[src/rtl/alu8_pkg.sv]
package alu8_pkg;

  typedef enum logic [3:0] {
    OP_ADD  = 4'd0,
    OP_ADC  = 4'd1,
    OP_SUB  = 4'd2,
    OP_SBB  = 4'd3,
    OP_AND  = 4'd4,
    OP_XOR  = 4'd5,
    OP_OR   = 4'd6,
    OP_CMP  = 4'd7,
    OP_INC  = 4'd8,
    OP_DEC  = 4'd9,
    OP_RLC  = 4'd10,
    OP_RRC  = 4'd11,
    OP_RAL  = 4'd12,
    OP_RAR  = 4'd13,
    OP_IDL0 = 4'd14,
    OP_IDL1 = 4'd15
  } alu_op_e;

  typedef struct packed {
    logic s;
    logic z;
    logic ac;
    logic p;
    logic cy;
  } flag_set_t;

  // update-mask bit positions
  localparam int MB_S  = 4;
  localparam int MB_Z  = 3;
  localparam int MB_AC = 2;
  localparam int MB_P  = 1;
  localparam int MB_CY = 0;

  localparam logic [4:0] MASK_ALL   = 5'b11111;
  localparam logic [4:0] MASK_NO_CY = 5'b11110;
  localparam logic [4:0] MASK_CY    = 5'b00001;
  localparam logic [4:0] MASK_NONE  = 5'b00000;

  function automatic logic [7:0] pack_flags(flag_set_t f);
    return {f.s, f.z, 1'b0, f.ac, 1'b0, f.p, 1'b1, f.cy};
  endfunction

endpackage

[src/rtl/alu8_adder.sv]
module alu8_adder #(
  parameter int W = 8
) (
  input  logic [W-1:0] x,
  input  logic [W-1:0] y,
  input  logic         cin,
  output logic [W-1:0] sum,
  output logic         cout,
  output logic         hc
);
  localparam int H = W / 2;
  localparam int U = W - H;

  logic [H:0] lo;
  logic [U:0] hi;

  // split so the half carry is a real intermediate, not a recomputation
  always_comb begin
    lo = {1'b0, x[H-1:0]} + {1'b0, y[H-1:0]} + {{H{1'b0}}, cin};
    hi = {1'b0, x[W-1:H]} + {1'b0, y[W-1:H]} + {{U{1'b0}}, lo[H]};
  end

  assign sum  = {hi[U-1:0], lo[H-1:0]};
  assign cout = hi[U];
  assign hc   = lo[H];
endmodule

[src/rtl/alu8_logic.sv]
module alu8_logic import alu8_pkg::*; #(
  parameter int W = 8
) (
  input  alu_op_e      op,
  input  logic [W-1:0] a,
  input  logic [W-1:0] b,
  input  logic         cin,
  output logic [W-1:0] res,
  output logic         shout
);
  always_comb begin
    res   = a;
    shout = 1'b0;
    unique case (op)
      OP_AND: res = a & b;
      OP_XOR: res = a ^ b;
      OP_OR:  res = a | b;
      OP_RLC: begin res = {a[W-2:0], a[W-1]}; shout = a[W-1]; end
      OP_RRC: begin res = {a[0], a[W-1:1]};   shout = a[0];   end
      OP_RAL: begin res = {a[W-2:0], cin};    shout = a[W-1]; end
      OP_RAR: begin res = {cin, a[W-1:1]};    shout = a[0];   end
      default: begin res = a; shout = 1'b0; end
    endcase
  end
endmodule

[src/rtl/alu8_flagreg.sv]
module alu8_flagreg import alu8_pkg::*; (
  input  logic      clk,
  input  logic      rst_n,
  input  logic      we,
  input  logic [4:0] mask,
  input  flag_set_t d,
  output flag_set_t q
);
  always_ff @(posedge clk or negedge rst_n) begin
    if (!rst_n) begin
      q <= '0;
    end else if (we) begin
      if (mask[MB_S])  q.s  <= d.s;
      if (mask[MB_Z])  q.z  <= d.z;
      if (mask[MB_AC]) q.ac <= d.ac;
      if (mask[MB_P])  q.p  <= d.p;
      if (mask[MB_CY]) q.cy <= d.cy;
    end
  end
endmodule

[src/rtl/alu8_core.sv]
module alu8_core import alu8_pkg::*; #(
  parameter int W = 8
) (
  input  logic         clk,
  input  logic         rst_n,
  input  logic [3:0]   op,
  input  logic [W-1:0] a,
  input  logic [W-1:0] b,
  input  logic         carry_in,
  input  logic         flag_we,
  output logic [W-1:0] result,
  output logic         acc_we,
  output logic [7:0]   flags
);
  localparam logic [W-1:0] ALL_ONES = {W{1'b1}};
  localparam logic [W-1:0] ONE      = {{(W-1){1'b0}}, 1'b1};

  alu_op_e opc;
  assign opc = alu_op_e'(op);

  // operation class decode, brought out for the checker
  logic is_add, is_sub, is_step, is_logic, is_rot, is_idle;
  always_comb begin
    is_add   = (opc == OP_ADD) || (opc == OP_ADC);
    is_sub   = (opc == OP_SUB) || (opc == OP_SBB) || (opc == OP_CMP);
    is_step  = (opc == OP_INC) || (opc == OP_DEC);
    is_logic = (opc == OP_AND) || (opc == OP_XOR) || (opc == OP_OR);
    is_rot   = (opc >= OP_RLC) && (opc <= OP_RAR);
    is_idle  = (opc == OP_IDL0) || (opc == OP_IDL1);
  end

  // adder operand preparation: subtraction is a + ~b + !borrow
  logic [W-1:0] add_y;
  logic         add_cin;
  logic         borrow_in;
  always_comb begin
    borrow_in = (opc == OP_SBB) ? carry_in : 1'b0;
    add_y     = b;
    add_cin   = 1'b0;
    if (is_add) begin
      add_y   = b;
      add_cin = (opc == OP_ADC) ? carry_in : 1'b0;
    end else if (is_sub) begin
      add_y   = ~b;
      add_cin = ~borrow_in;
    end else if (opc == OP_INC) begin
      add_y   = ONE;
      add_cin = 1'b0;
    end else if (opc == OP_DEC) begin
      add_y   = ALL_ONES;
      add_cin = 1'b0;
    end
  end

  logic [W-1:0] arith_sum;
  logic         arith_cout;
  logic         half_carry;

  alu8_adder #(.W(W)) u_add (
    .x    (a),
    .y    (add_y),
    .cin  (add_cin),
    .sum  (arith_sum),
    .cout (arith_cout),
    .hc   (half_carry)
  );

  logic [W-1:0] lu_res;
  logic         rot_shout;

  alu8_logic #(.W(W)) u_lu (
    .op    (opc),
    .a     (a),
    .b     (b),
    .cin   (carry_in),
    .res   (lu_res),
    .shout (rot_shout)
  );

  // result selection
  always_comb begin
    if (is_add || is_sub || is_step) result = arith_sum;
    else if (is_logic || is_rot)     result = lu_res;
    else                             result = a;
  end

  assign acc_we = !(is_idle || (opc == OP_CMP));

  // flag candidates and which of them this op may change
  logic      res_zero;
  logic      res_even;
  flag_set_t flag_nx;
  logic [4:0] upd_mask;

  assign res_zero = (result == '0);
  assign res_even = ~^result;

  always_comb begin
    flag_nx.s  = result[W-1];
    flag_nx.z  = res_zero;
    flag_nx.p  = res_even;
    flag_nx.ac = (is_logic) ? 1'b0 : half_carry;
    if (is_add)        flag_nx.cy = arith_cout;
    else if (is_sub)   flag_nx.cy = ~arith_cout;
    else if (is_rot)   flag_nx.cy = rot_shout;
    else               flag_nx.cy = 1'b0;
  end

  always_comb begin
    if (is_add || is_sub || is_logic) upd_mask = MASK_ALL;
    else if (is_step)                 upd_mask = MASK_NO_CY;
    else if (is_rot)                  upd_mask = MASK_CY;
    else                              upd_mask = MASK_NONE;
  end

  flag_set_t flag_q;

  alu8_flagreg u_freg (
    .clk   (clk),
    .rst_n (rst_n),
    .we    (flag_we),
    .mask  (upd_mask),
    .d     (flag_nx),
    .q     (flag_q)
  );

  assign flags = pack_flags(flag_q);
endmodule

[config.mk]
export PLATFORM = sky130hd
export DESIGN_NAME = alu8_core
export DESIGN_NICKNAME = d
export VERILOG_FILES = /design/src/rtl/alu8_pkg.sv /design/src/rtl/alu8_adder.sv /design/src/rtl/alu8_logic.sv /design/src/rtl/alu8_flagreg.sv /design/src/rtl/alu8_core.sv
export SDC_FILE = /design/constraint.sdc
export NUM_CORES = 1
export LEC_CHECK = 0
export ABC_AREA = 1
export CORE_MARGIN = 2
export CORE_UTILIZATION = 55
export CTS_CLUSTER_SIZE = 12
export DETAILED_ROUTE_END_ITERATION = 10
export PLACE_DENSITY = 0.83
export SLEW_MARGIN = 20
export SYNTH_ARGS = -nofsm -noshare
export SYNTH_HDL_FRONTEND = slang
export SYNTH_HIERARCHICAL = 1
export SYNTH_SLANG_ARGS = --single-unit
[constraint.sdc]
create_clock -name clk -period 6.8 [get_ports clk]
set_clock_uncertainty 0.1 [all_clocks]
set_input_delay 1.7 -clock clk [delete_from_list [all_inputs] [get_ports clk]]
set_output_delay 1.7 -clock clk [all_outputs]
set_load 0.005 [all_outputs]
-- After elaboration in Yosys (flattened, before gate mapping)
Index checks and enable logic that the tools add are counted.
- reductions and logical operators: 24
- eq/ne operators: 15
- bitwise gates (word level): 6
- add/subtract/negate cells: 4
- muxes and demuxes: 19
- order comparisons: 2
- operators by type and width (cell ; count):
    one-hot mux 8 bit (7 select lines) ; 1
    2-to-1 mux 8 bit ; 6
    == test 4 bit (second input constant) ; 8
    == test 4 x 3 -> 1 bit (second input constant) ; 4
    logical OR 1 bit ; 12
    adder 4 x 4 -> 5 bit ; 2
    adder 5 x 1 -> 5 bit ; 2
    2-to-1 mux 5 bit ; 2
    AND reduction 2 bit ; 5
    2-to-1 mux 1 bit ; 9
    bitwise AND 8 bit ; 1
    == test 4 x 2 -> 1 bit (second input constant) ; 2
    zero test 8 bit ; 1
    NOT 8 bit ; 1
    bitwise OR 8 bit ; 1
    XNOR reduction 8 bit ; 1
    bitwise XOR 8 bit ; 1
    == test 4 x 1 -> 1 bit (second input constant) ; 1
    >= comparator 4 bit (second input constant) ; 1
    <= comparator 4 bit (second input constant) ; 1
    zero test 4 bit ; 1
    OR reduction 2 bit ; 2
    NOT 1 bit ; 2
    one-hot mux 1 bit (2 select lines) ; 1
    2 further kinds ; 2
- input port bits: 24
- register bits: 5

-- Logic depth before layout (Yosys ltp)
- depth in word-level cells: 11
- mapped depth: 27
- mapped depth without buffers: 26

-- Cells and area by module
The synthesis kept the hierarchy.
- by module, submodules not included (module ; sequential area each (µm²) ; times used ; area each (µm²) ; cells each):
    alu8_core ; 0.0 ; 1 ; 952.2 ; 205
    alu8_logic ; 0.0 ; 1 ; 845.8 ; 139
    alu8_adder ; 0.0 ; 1 ; 299.0 ; 41
    alu8_flagreg ; 125.1 ; 1 ; 220.2 ; 26

-- Least setup slack after synthesis
No wires, ideal clock.
- path kind: input -> output
- start: input port op[3]
- end: output port result[6]
- buffers on the path: 1
- cell stages on the path: 18
- path slack: 676 ps
- arrival: 4324 ps
- cells stage by stage: buf_6 -> nor2_1 -> inv_1 -> o21ai_2 -> o21bai_1 -> nand2_1 -> inv_1 -> fa_1 -> inv_1 -> fa_1 -> a21oi_1 -> o21bai_1 -> fa_1 -> inv_1 -> fa_1 -> xnor2_1 -> nand2_1 -> nand2_1
- cells in the longest elaborated chain, start to end: 9
- ends and longest elaborated chain (element ; line ; RTL):
    start, declared ; alu8_core.sv:6 ; input logic [3:0] op,
    == test 4 bit / == test 4 x 2 -> 1 bit (equally long branches) ; alu8_core.sv:49, alu8_core.sv:25 ;
    2-to-1 mux 8 bit / logical OR 1 bit (equally long branches) ; alu8_core.sv:49, alu8_core.sv:25 ;
    2-to-1 mux 8 bit / logical OR 1 bit (equally long branches) ; alu8_core.sv:46, alu8_core.sv:25 ;
    2-to-1 mux 8 bit ; alu8_core.sv:43 ; end else if (is_sub) begin
    2-to-1 mux 8 bit * ; alu8_core.sv:40 ; if (is_add) begin
    net add_y[0] ; alu8_core.sv:33 ; logic [W-1:0] add_y;
    adder 4 x 4 -> 5 bit * ; alu8_adder.sv:19 ; lo = {1'b0, x[H-1:0]} + {1'b0, y[H-1:0]} + {{H{1'b0}}, cin};
    adder 5 x 1 -> 5 bit * ; alu8_adder.sv:19 ;
    net half_carry ; alu8_core.sv:57 ; logic half_carry;
    adder 5 x 1 -> 5 bit * ; alu8_adder.sv:20 ; hi = {1'b0, x[W-1:H]} + {1'b0, y[W-1:H]} + {{U{1'b0}}, lo[H]};
    net arith_sum[6] ; alu8_core.sv:55 ; logic [W-1:0] arith_sum;
    2-to-1 mux 8 bit * ; alu8_core.sv:82 ; if (is_add || is_sub || is_step) result = arith_sum;
    end, declared ; alu8_core.sv:11 ; output logic [W-1:0] result,
Mark *: on every way through the listed nets, which the timed path passes. The rest lies on a longest branch.

-- Worst setup path in the final report
- start: input port op[3]
- end: output port result[6]
- RTL lines (element ; line ; RTL):
    == test 4 x 2 -> 1 bit (on tied branches) ; alu8_core.sv:25, alu8_core.sv:37 ;
    2-to-1 mux 1 bit / logical OR 1 bit (equally long branches) ; alu8_core.sv:37, alu8_core.sv:25 ;
    NOT 1 bit / logical OR 1 bit (equally long branches) ; alu8_core.sv:45, alu8_core.sv:25 ;
    2-to-1 mux 1 bit ; alu8_core.sv:43 ;
    2-to-1 mux 1 bit * ; alu8_core.sv:40 ;
    net add_cin ; alu8_core.sv:34 ; logic add_cin;
    adder 5 x 1 -> 5 bit * ; alu8_adder.sv:19 ;
    net half_carry ; alu8_core.sv:57 ;
    adder 5 x 1 -> 5 bit * ; alu8_adder.sv:20 ;
    net arith_sum[6] ; alu8_core.sv:55 ;
    2-to-1 mux 8 bit * ; alu8_core.sv:82 ;
Marked as above.

==> impl_metrics.csv <==
group,metric,value,unit
run_status,status,"finished clean",
placed_design,port_buffers,37,
die,core_area,4029,sq um
global_routing,grt_usage,28.86,%
synthesis,synth_cells,411,
global_routing,grt_antenna_before_repair,0,
critical_path,cp_max_fo,6,
finish,top_register,"u_freg/q",
clock_tree,h-tree-depth,1,
placed_design,gp_congestion,0.9241,
critical_path,regToRegSetupSlack,6.09,ns
finish,drive_gt1_share,16.38,%
placed_design,dpl.hpwl,4.971,mm
sta,rsz0062_at_grt,"true",
die,dieWidth,68.91,microns
finish,area_delta_synth_final,27.48,%
clock_tree,cts_buffers,3,
sta,finalCritPeriodShare,98.64,%
critical_path,cp.required,5.00,ns
routing,num_vias,2803,
routing,final_antenna_net_count,0,
clock_tree,clockBufferDepth,2,
global_routing,first_global_vias,2556,
synthesis,synth-seq-cells,5,
global_routing,grt_pass1_wl,10.61,mm
sta,fmax,149.1,MHz
critical_path,cp_slowest_cell,"clkdlybuf4s50_1",
die,die_h,68.91,microns
finish,nets,525,
sta,min_period,6.708,ns
synthesis,yosysUniqueCellTypes,30,
routing,post_drt_via_cell_ratio,5.390,
sta,hold_violations,0,
routing,wl_per_cell,12.39,microns
routing,drt_iter0_drc,189,
finish,diodes,0,
critical_path,critPathCaptureType,"primary output",
die,ioPinCount,41,
die,die_area,4749,sq um
power,p_leak,0.001810,uW
global_routing,grt-ovfl-total,0,
power,ir_worst_vdd,0.07328,mV
critical_path,cpPeakStageDelay,0.49,ns
die,initial_utilization,57.52,%
critical_path,crit_chain,"clkdlybuf4s15_2, buf_6, inv_1, o211ai_1, buf_4, a21oi_1, inv_1, fa_2, inv_2, fa_2, a21oi_2, o21bai_2, fa_2, inv_1, fa_2, xnor2_2, nand2_1, nand2_1, clkdlybuf4s50_1",
finish,finish.utilization,73.32,%
synthesis,syn_area_per_cell,5.638,sq um
routing,drcViolationCount,0,
global_routing,grt_max_degree,25,
critical_path,start_kind,"input pin",
sta,setup_slack,0.09215,ns
finish,nFillCells,356,
power,cellPowerDensity,125.8,nW/um^2
clock_tree,root_buffer,"clkbuf_8",
routing,drt_pass1_iterations,5,
job,cap_violations,0,
die,row_count,23,
clock_tree,clk_pin_slew,0.04,ns
critical_path,path_common_cell,"fa_2",
placed_design,pre_cts_slack,-0.3127,ns
sta,slew_viol_final,0,
synthesis,syn-cell-area,2317,sq um
synthesis,yosysWarnings,6,
routing,routed_wl,6.445,mm
finish,largest_reg_flops,5,
worst_hold_path,min_path_type,"reg2reg",
sta,setup_viol,0,
clock_tree,clk_latency,0.22,ns
synthesis,ys_seq_area_share,5.400,%
clock_tree,cts_tree,"done",
critical_path,critPathArrivalTime,4.91,ns
finish,largest_registers,"u_freg/q (5)",
clock_tree,cts.sinks,5,
sta,hold_ws,0.3671,ns
critical_path,worstSetupPathType,"in2out",
-- worst paths after layout --
kind,start,endpoint,cells after the start
min in group asynchronous,rst_n,u_freg/q[3],1
setup reg to reg,u_freg/q[2],u_freg/q[2],2
max in group asynchronous,rst_n,u_freg/q[0],1
hold reg to reg,u_freg/q[0],u_freg/q[0],2
setup / recovery,op[3],result[6],19
hold / removal,u_freg/q[0],u_freg/q[0],2
-- cell type report --
class	count	area (sq um)	share of cell area (%)
clock buffer	4	45.04	1.525
multi-input combinational	319	1837	62.18
inverter	74	282.8	9.572
sequential	5	125.1	4.235
tap	50	62.56	2.118
timing repair buffer	68	601.8	20.37
-- worst max-delay path: cells and delay by family --
family	cells	cell delay, ns
adders and majority gates	4	1.16
AOI/OAI and AO/OA	4	0.45
buffers and inverters	8	1.26
and+or+nand+nor	2	0.14
xor gates and xnor gates	1	0.18
-- synth_stat cells (all sizes together) --
master / number / area, sq um
ha: 26 / 325.3
dfrtp: 5 / 125.1
xnor2: 4 / 35.03
a21boi: 1 / 7.510
buf: 14 / 103.8
a21oi: 8 / 40.04
o21bai: 2 / 15.01
nand3: 81 / 440.4
or2: 1 / 6.260
o21ai: 3 / 22.52
nor3: 1 / 5.000
nand2: 149 / 601.8
inv: 74 / 282.8
o211ai: 2 / 15.01
conb: 2 / 7.510
fa: 4 / 80.08
nor2: 23 / 121.4
nand3b: 9 / 67.56
xor2: 1 / 8.760
nand4: 1 / 6.260
-- stage by stage --
step / instance area [sq um] / power (uW) / TNS, ns / cells
after floorplan: 2321 / 206.9 / 0 / 412
after global placement: 2853 / 299.7 / -0.4128 / 512
after detailed placement: 2853 / 306.1 / -0.6980 / 512
after CTS: 2950 / 369.5 / 0 / 520
after global routing: 2954 / 409.3 / -0.1469 / 520
final: 2954 / 371.5 / 0 / 520
-- routing by layer --
layer | vias up | GRT usage, % | share of wire [%]
met2 | 120 | 54.69 | 52
li1 | 1393 | - | -
met4 | 0 | 7.843 | 1.3
met5 | - | 0 | 0
met3 | 12 | 1.461 | 6.8
met1 | 1278 | 35.00 | 40
-- where the power goes --
| part | switching, uW | internal (uW) | total, uW | leakage (uW) |
|---|---|---|---|---|
| Combinational | 148 | 129 | 277 | 0.00172 |
| Clock | 15.2 | 40.3 | 55.5 | 0.0000228 |
| Sequential | 3.12 | 36.3 | 39.4 | 0.0000650 |
-- kinds of logic (layout without fill, tap and decap cells) --
| logic type | after synthesis | count (layout) | synth area share (%) |
|---|---|---|---|
| AOI/OAI and AO/OA | 16 | 16 | 4.319 |
| xor gates and xnor gates | 5 | 5 | 1.890 |
| adders and majority gates | 30 | 30 | 17.49 |
| buffers and inverters | 88 | 146 | 16.68 |
| DFF | 5 | 5 | 5.400 |
| other | 2 | 3 | 0.3241 |
| and+or+nand+nor | 265 | 265 | 53.89 |
-- cells in the final DEF (no fill, tap or decap), types with 3 or more instances in the layout --
master	synthesis	routed
nand2_2	5	5
inv_2	5	7
a21oi_1	8	7
nor2_1	17	16
nand3b_1	9	9
conb_1	2	3
nor2_2	2	3
dfrtp_1	5	5
nand2_4	4	4
buf_4	6	30
inv_1	68	66
fa_2	0	4
clkdlybuf4s50_1	0	31
ha_1	26	26
nor2_4	4	4
xnor2_1	4	3
clkbuf_8	0	3
nand3_2	7	7
nand2_1	140	140
nand3_1	74	74
-- what timing repair did --
action                     4_1_cts  5_1_grt
gates resized for setup         15        8
pin swaps                        7        4
hold buffers                     0        0
setup buffers                    4        0
setup endpoints to repair        3        3
No activity file was read; power rests on OpenSTA's default activity.
